`src/rtl/i2cw_pkg.sv`:
```
package i2cw_pkg;
    localparam int BYTE_W = 8;
    localparam int REG_AW = 3;
    localparam int FLAG_N = 4;
    localparam int TADR_W = 7;
    localparam int BIT_IW = $clog2(BYTE_W + 1);
    // the ninth slot of every byte carries the acknowledge
    localparam logic [BIT_IW-1:0] ACK_IDX = BIT_IW'(BYTE_W);

    localparam logic [REG_AW-1:0] RA_CFG  = 3'd0;
    localparam logic [REG_AW-1:0] RA_DIV  = 3'd1;
    localparam logic [REG_AW-1:0] RA_DATA = 3'd2;
    localparam logic [REG_AW-1:0] RA_STAT = 3'd3;
    localparam logic [REG_AW-1:0] RA_IEN  = 3'd4;
    localparam logic [REG_AW-1:0] RA_CMD  = 3'd5;

    typedef enum logic [1:0] {
        EN_IDLE,
        EN_START,
        EN_SHIFT,
        EN_STOP
    } eng_state_t;

    // packed MSB first: locked lands on bit 3, tx_ready on bit 0
    typedef struct packed {
        logic locked;
        logic no_ack;
        logic tx_done;
        logic tx_ready;
    } flags_t;

    typedef struct packed {
        logic              lock_en;
        logic [TADR_W-1:0] tgt;
    } cfg_t;

    function automatic logic [BYTE_W-1:0] addr_byte(input logic [TADR_W-1:0] a);
        return {a, 1'b0};
    endfunction

    function automatic logic scl_pull(input eng_state_t s, input logic [1:0] q);
        case (s)
            EN_START: return q == 2'd3;
            EN_SHIFT: return q < 2'd2;
            EN_STOP:  return q < 2'd2;
            default:  return 1'b0;
        endcase
    endfunction
endpackage

```
`src/rtl/i2cw_clkdiv.sv`:
```
module i2cw_clkdiv #(
    parameter int DIV_W = 8
) (
    input  logic             clk,
    input  logic             rst,
    input  logic [DIV_W-1:0] div,
    output logic             tick
);
    logic [DIV_W-1:0] cnt;

    assign tick = (cnt >= div);

    always_ff @(posedge clk) begin
        if (rst) cnt <= '0;
        else if (tick) cnt <= '0;
        else cnt <= cnt + 1'b1;
    end
endmodule

```
`src/rtl/i2cw_regs.sv`:
```
module i2cw_regs
    import i2cw_pkg::*;
#(
    parameter int DIV_W    = 8,
    parameter int DIV_INIT = 4
) (
    input  logic              clk,
    input  logic              rst,
    input  logic              reg_wr,
    input  logic              reg_rd,
    input  logic [REG_AW-1:0] reg_addr,
    input  logic [BYTE_W-1:0] reg_wdata,
    output logic [BYTE_W-1:0] reg_rdata,
    input  logic              take,
    input  logic              nack_evt,
    input  logic              done_evt,
    output logic [BYTE_W-1:0] hold_byte,
    output logic              hold_full,
    output logic              go,
    output cfg_t              cfg,
    output logic [DIV_W-1:0]  div,
    output logic              irq,
    output logic              dma_req
);
    logic              tx_done, no_ack, locked;
    logic [FLAG_N-1:0] ien;
    flags_t            flags;
    logic              wr_data, rd_stat, unlock;

    assign wr_data = reg_wr && reg_addr == RA_DATA;
    assign rd_stat = reg_rd && reg_addr == RA_STAT;
    assign unlock  = reg_wr && reg_addr == RA_CMD && reg_wdata[0];

    assign flags   = '{locked: locked, no_ack: no_ack, tx_done: tx_done, tx_ready: !hold_full};
    assign go      = hold_full && !locked;
    assign dma_req = flags.tx_ready;
    assign irq     = |(flags & ien);

    always_comb begin
        case (reg_addr)
            RA_CFG:  reg_rdata = cfg;
            RA_DIV:  reg_rdata = BYTE_W'(div);
            RA_STAT: reg_rdata = BYTE_W'(flags);
            RA_IEN:  reg_rdata = BYTE_W'(ien);
            default: reg_rdata = '0;
        endcase
    end

    always_ff @(posedge clk) begin
        if (rst) begin
            cfg       <= '0;
            div       <= DIV_W'(DIV_INIT);
            ien       <= '0;
            hold_byte <= '0;
            hold_full <= 1'b0;
            tx_done   <= 1'b1;
            no_ack    <= 1'b0;
            locked    <= 1'b0;
        end else begin
            if (reg_wr && reg_addr == RA_CFG) cfg <= reg_wdata;
            if (reg_wr && reg_addr == RA_DIV) div <= DIV_W'(reg_wdata);
            if (reg_wr && reg_addr == RA_IEN) ien <= reg_wdata[FLAG_N-1:0];
            if (nack_evt) begin
                // all three flags together; a waiting byte is dropped
                no_ack    <= 1'b1;
                tx_done   <= 1'b1;
                hold_full <= 1'b0;
                if (cfg.lock_en) locked <= 1'b1;
            end else begin
                if (take) hold_full <= 1'b0;
                if (done_evt) tx_done <= 1'b1;
                if (wr_data && !locked) begin
                    hold_byte <= reg_wdata;
                    hold_full <= 1'b1;
                    tx_done   <= 1'b0;
                end
                if (rd_stat) no_ack <= 1'b0;
                if (unlock) locked <= 1'b0;
            end
        end
    end

    a_r5_flags_together: assert property (@(posedge clk) disable iff (rst)
        nack_evt |=> (no_ack && tx_done && dma_req));
    a_r7_lock_on_fail: assert property (@(posedge clk) disable iff (rst)
        (nack_evt && cfg.lock_en) |=> locked);
    a_r8_locked_absorbs: assert property (@(posedge clk) disable iff (rst)
        (locked && wr_data) |=> dma_req);
    a_r9_unlock_clears: assert property (@(posedge clk) disable iff (rst)
        (unlock && !nack_evt) |=> !locked);
    a_r11_read_clears: assert property (@(posedge clk) disable iff (rst)
        (rd_stat && !nack_evt) |=> !no_ack);
endmodule

```
`src/rtl/i2cw_engine.sv`:
```
module i2cw_engine
    import i2cw_pkg::*;
(
    input  logic              clk,
    input  logic              rst,
    input  logic              tick,
    input  logic              go,
    input  logic              avail,
    input  logic [BYTE_W-1:0] hold_byte,
    input  logic [TADR_W-1:0] tgt,
    input  logic              sda_in,
    output logic              take,
    output logic              nack_evt,
    output logic              done_evt,
    output logic              scl_low,
    output logic              sda_low
);
    eng_state_t        st;
    logic [1:0]        q;
    logic [BIT_IW-1:0] bit_i;
    logic [BYTE_W-1:0] shf;
    logic              is_addr, nacked, sda_r;
    logic              ack_slot, slot_end;

    assign ack_slot = st == EN_SHIFT && bit_i == ACK_IDX;
    assign slot_end = tick && q == 2'd3;
    assign nack_evt = tick && ack_slot && q == 2'd2 && sda_in;
    assign take     = slot_end && ack_slot && !nacked && (is_addr || avail);
    assign done_evt = slot_end && st == EN_STOP && !nacked;
    assign scl_low  = scl_pull(st, q);
    assign sda_low  = sda_r;

    always_ff @(posedge clk) begin
        if (rst) begin
            st      <= EN_IDLE;
            q       <= '0;
            bit_i   <= '0;
            shf     <= '0;
            is_addr <= 1'b0;
            nacked  <= 1'b0;
            sda_r   <= 1'b0;
        end else if (tick) begin
            q <= q + 2'd1;
            case (st)
                EN_IDLE: begin
                    q <= '0;
                    if (go) st <= EN_START;
                end
                EN_START: begin
                    if (q == 2'd0) sda_r <= 1'b1;
                    if (q == 2'd3) begin
                        st      <= EN_SHIFT;
                        shf     <= addr_byte(tgt);
                        bit_i   <= '0;
                        is_addr <= 1'b1;
                        nacked  <= 1'b0;
                    end
                end
                EN_SHIFT: begin
                    // data moves only in the second low quarter
                    if (q == 2'd0) sda_r <= ack_slot ? 1'b0 : !shf[BYTE_W-1];
                    if (q == 2'd2 && ack_slot) nacked <= sda_in;
                    if (q == 2'd3) begin
                        if (!ack_slot) begin
                            shf   <= shf << 1;
                            bit_i <= bit_i + 1'b1;
                        end else if (take) begin
                            shf     <= hold_byte;
                            bit_i   <= '0;
                            is_addr <= 1'b0;
                        end else begin
                            st <= EN_STOP;
                        end
                    end
                end
                EN_STOP: begin
                    if (q == 2'd0) sda_r <= 1'b1;
                    if (q == 2'd2) sda_r <= 1'b0;
                    if (q == 2'd3) st <= EN_IDLE;
                end
                default: st <= EN_IDLE;
            endcase
        end
    end

    a_r13_sda_still_scl_high: assert property (@(posedge clk) disable iff (rst)
        (st == EN_SHIFT && $past(st) == EN_SHIFT && !scl_low && !$past(scl_low))
        |-> $stable(sda_low));
    a_r6_stop_after_fail: assert property (@(posedge clk) disable iff (rst)
        (ack_slot && nacked && slot_end) |=> st == EN_STOP);
    a_r2_idle_released: assert property (@(posedge clk) disable iff (rst)
        (st == EN_IDLE) |-> (!scl_low && !sda_low));
endmodule

```
`src/rtl/i2c_tx_master.sv`:
```
module i2c_tx_master
    import i2cw_pkg::*;
#(
    parameter int DIV_W    = 8,
    parameter int DIV_INIT = 4
) (
    input  logic              clk,
    input  logic              rst,
    input  logic              reg_wr,
    input  logic              reg_rd,
    input  logic [REG_AW-1:0] reg_addr,
    input  logic [BYTE_W-1:0] reg_wdata,
    output logic [BYTE_W-1:0] reg_rdata,
    input  logic              sda_in,
    output logic              scl_low,
    output logic              sda_low,
    output logic              irq,
    output logic              dma_req
);
    logic              tick, take, nack_evt, done_evt, go, hold_full;
    logic [BYTE_W-1:0] hold_byte;
    logic [DIV_W-1:0]  div;
    cfg_t              cfg;

    i2cw_clkdiv #(.DIV_W(DIV_W)) u_div (
        .clk(clk), .rst(rst), .div(div), .tick(tick)
    );

    i2cw_regs #(.DIV_W(DIV_W), .DIV_INIT(DIV_INIT)) u_regs (
        .clk(clk), .rst(rst), .reg_wr(reg_wr), .reg_rd(reg_rd),
        .reg_addr(reg_addr), .reg_wdata(reg_wdata), .reg_rdata(reg_rdata),
        .take(take), .nack_evt(nack_evt), .done_evt(done_evt),
        .hold_byte(hold_byte), .hold_full(hold_full), .go(go),
        .cfg(cfg), .div(div), .irq(irq), .dma_req(dma_req)
    );

    i2cw_engine u_eng (
        .clk(clk), .rst(rst), .tick(tick), .go(go), .avail(hold_full),
        .hold_byte(hold_byte), .tgt(cfg.tgt), .sda_in(sda_in),
        .take(take), .nack_evt(nack_evt), .done_evt(done_evt),
        .scl_low(scl_low), .sda_low(sda_low)
    );
endmodule

```
`config.mk`:
```
export PLATFORM = sky130hd
export DESIGN_NAME = i2c_tx_master
export DESIGN_NICKNAME = d
export VERILOG_FILES = /design/src/rtl/i2cw_pkg.sv /design/src/rtl/i2cw_clkdiv.sv /design/src/rtl/i2cw_regs.sv /design/src/rtl/i2cw_engine.sv /design/src/rtl/i2c_tx_master.sv
export SDC_FILE = /design/constraint.sdc
export NUM_CORES = 1
export LEC_CHECK = 0
export ABC_AREA = 0
export BUFFER_PORTS_ARGS = -buffer_cell sky130_fd_sc_hd__buf_2
export CAP_MARGIN = 10
export CELL_PAD_IN_SITES_DETAIL_PLACEMENT = 1
export CELL_PAD_IN_SITES_GLOBAL_PLACEMENT = 1
export CORE_MARGIN = 5
export CORE_UTILIZATION = 45
export CTS_BUF_LIST = sky130_fd_sc_hd__clkbuf_4 sky130_fd_sc_hd__clkbuf_8
export DETAILED_ROUTE_END_ITERATION = 7
export HOLD_SLACK_MARGIN = 0.1
export PLACE_DENSITY = 0.87
export SYNTH_ARGS = -nofsm -noshare
export SYNTH_HDL_FRONTEND = slang
export SYNTH_SLANG_ARGS = --single-unit
```
`constraint.sdc`:
```
create_clock -name clk -period 4.11 [get_ports clk]
set_input_delay 0.6165 -clock clk [delete_from_list [all_inputs] [get_ports clk]]
set_output_delay 0.6165 -clock clk [all_outputs]
set_load 0.05 [all_outputs]
```
==> reports/results.tsv <==
metric	value	unit
status	finished clean	
rows	30	
fin_skew	0.01308	ns
max_stage_delay	0.84	ns
power.leakage	1.383	nW
grt_max_degree	42	
synth_warnings	0	
p_per_area	368.3	nW/um2
synthCells	396	
die_y	94.58	um
layout-drive-gt1-share	0.1292	
cts-root-buf	clkbuf_8	
critPathKind	flip-flop to output pin	
portBuffers	27	
io_pins	28	
path_cells	inv_1 > ha_1 > nor2_1 > nor2_1 > a21oi_1 > nor2_1 > buf_2	
place_inst	498	
grt_antenna_before_repair	0	
drt_wl_total	9454	um
dpl_cell_area	3378	um2
crit_path_end_kind	output pin	
netlist.area_leader.share	0.3669	
vias	2946	
avgSynthCellArea	8.130	um2
wl_per_cell	18.39	um
required	3.49	ns
synth_seq_cells	59	
area_growth	11.97	%
firstDrtPassIters	4	
fmax	0.3403	GHz
synth_area	3219	um2
cpMaxStageDelayCell	ha_1	
initialDrtViolationCount	145	
start_util	0.4687	
critPathBufInv	2	
clk_path_buf_depth	2	
period_minus_slack	2.939	ns
synth_nets	430	
finalCritPeriodShare	0.7150	
grt_pass1_vias	3079	
post-cts-setup-buffer-count	0	
rsz0062_at_grt	no	
cp_top_family	adder cells	
hp-class	flip-flop to flip-flop	
report.final.slew_viol_count	0	
remaining_drc_errors	0	
grt_pass1_wl	15590	um
overflow	0	
hold_buffers	0	
worstPathArrival	2.32	ns
dp.final_hpwl	6588	um
fin_area	3605	um2
h-tree-depth	3	
synth.area.top_cells	dfxtp_1 (37%), mux2i_1 (8.4%), nand2_1 (7.9%)	
final-setup-viol-count	0	
yosysUniqueCellTypes	51	
synth_common_cells	nand2_1 (68), dfxtp_1 (59), a21oi_1 (39)	
finalNonFillerCells	514	
cts_tree	done	
antenna_cells	0	
ys_async_sr_fraction	0	
layout_setup_ws	1.171	ns
synth_top_area_cell	dfxtp_1	
peakVddDrop	0.0001610	V
seq_area_frac_synth	0.3669	
core	6869	um2
finalHoldViolCount	0	
post_drt_via_cell_ratio	5.732	
grt_use_total	0.2237	
tns	0	ns
maxCapViolations	0	
worstSetupStartpointType	flip-flop	
final_nets	447	
path_clk_slew	0.07	ns
cts_resized	0	
cts_made_buffers	9	
place_ws	1.384	ns
synth_enable_flop_cells	0	
slew_headroom	0.3105	
clkLatencyLatePin	0.34	ns
worstMarginPinSlew	1.034	ns
synthFlopType	dfxtp_1	
cp_common_cell	nor2_1	
gp_congestion	0.8269	
cp_max_fo	28	
postRouteAntennaNets	0	
synth.most_common_cell	nand2_1	
clkSinkCount	59	
die_w	94.58	um
die_area	8945	um2
kinds of logic (layout without fill, tap and decap cells):
group	after synthesis	after routing	share of synthesized area
and+or+nand+nor	151	151	0.2176
AOI/OAI and AO/OA	90	90	0.1862
DFF	59	59	0.3669
buffers and inverters	45	67	0.05907
muxes	27	27	0.08395
adders and majority gates	18	18	0.06996
xor gates and xnor gates	6	6	0.01632
routing by layer:
| layer | vias up | track usage | wire length [um] |
|---|---|---|---|
| met2 | 75 | 0.3883 | 4637 |
| met3 | 14 | 0.04861 | 539 |
| li1 | 1416 | - | - |
| met4 | 0 | 0.06010 | 153 |
| met5 | - | 0 | 0 |
| met1 | 1441 | 0.2799 | 4124 |
report_power, final:
group / internal, mW / switching, mW / leakage, nW
Combinational: 0.0411 / 0.0866 / 0.797
Sequential: 0.583 / 0.0121 / 0.477
Clock: 0.358 / 0.247 / 0.108
Total: 0.982 / 0.346 / 1.38
worst paths after layout:
kind | startpoint | end | slack, ns | cells after the start
setup / recovery | u_eng.st[0] | scl_low | 1.17 | 7
hold / removal | u_regs.hold_byte[1] | u_regs.hold_byte[1] | 0.46 | 2
setup reg to reg | u_eng.st[0] | u_eng.shf[5] | 1.47 | 7
hold reg to reg | u_regs.hold_byte[1] | u_regs.hold_byte[1] | 0.46 | 2
registers in the layout (all words and copies together), names as in the netlist:
signal and cells:
u_regs.locked 1, u_regs.cfg 8, u_eng.q 2, u_eng.is_addr 1, u_eng.sda_low 1, u_eng.bit_i 4
u_eng.shf 8, u_regs.div 8, u_regs.no_ack 1, u_div.cnt 8, u_eng.st 2, u_regs.hold_full 1
u_regs.hold_byte 8, u_regs.tx_done 1, u_eng.nacked 1, u_regs.ien 4
metrics by stage:
| stage | hold slack (ns) | power [mW] | utilization |
|---|---|---|---|
| finish | 0.4593 | 1.327 | 0.5248 |
| detailed placement | 0.4510 | 0.7342 | 0.4918 |
| floorplan | 0.4303 | 0.6980 | - |
| CTS | 0.4615 | 1.336 | 0.5248 |
| global route | 0.4927 | 1.383 | 0.5248 |
| global placement | 0.4461 | 0.7275 | 0.4918 |
cell type report:
class,instances,area [um2]
clock buffers,10,137.6
clock inverters,6,88.84
fillers,883,3264
inverters,23,86.33
multi-input cells,292,1848
flip-flops and latches,59,1181
well taps,96,120.1
repair buffers,28,142.6
layout by cell type, fill, tap and decap left out, drive strengths merged, types with 3 or more instances in the layout:
cell	instances
a21oi	40
nand2	69
o2111ai	7
mux2i	27
clkbuf	10
or2	3
nand3b	3
inv	23
dfxtp	59
nand4	7
nand3	10
and3	7
nor3	3
and2	4
nor2	31
ha	18
buf	28
nand2b	4
nor2b	5
o21ai	20
xor2	4
worst reg2reg max path: stages, from the launching register on:
cell and delay, ns:
dfxtp_1 0.34, inv_1 0.10, ha_1 0.84, and4b_1 0.45
o21ai_0 0.17, and2_1 0.30, o2111ai_1 0.19, a21oi_1 0.10
Power figures use the tool's default switching activity.
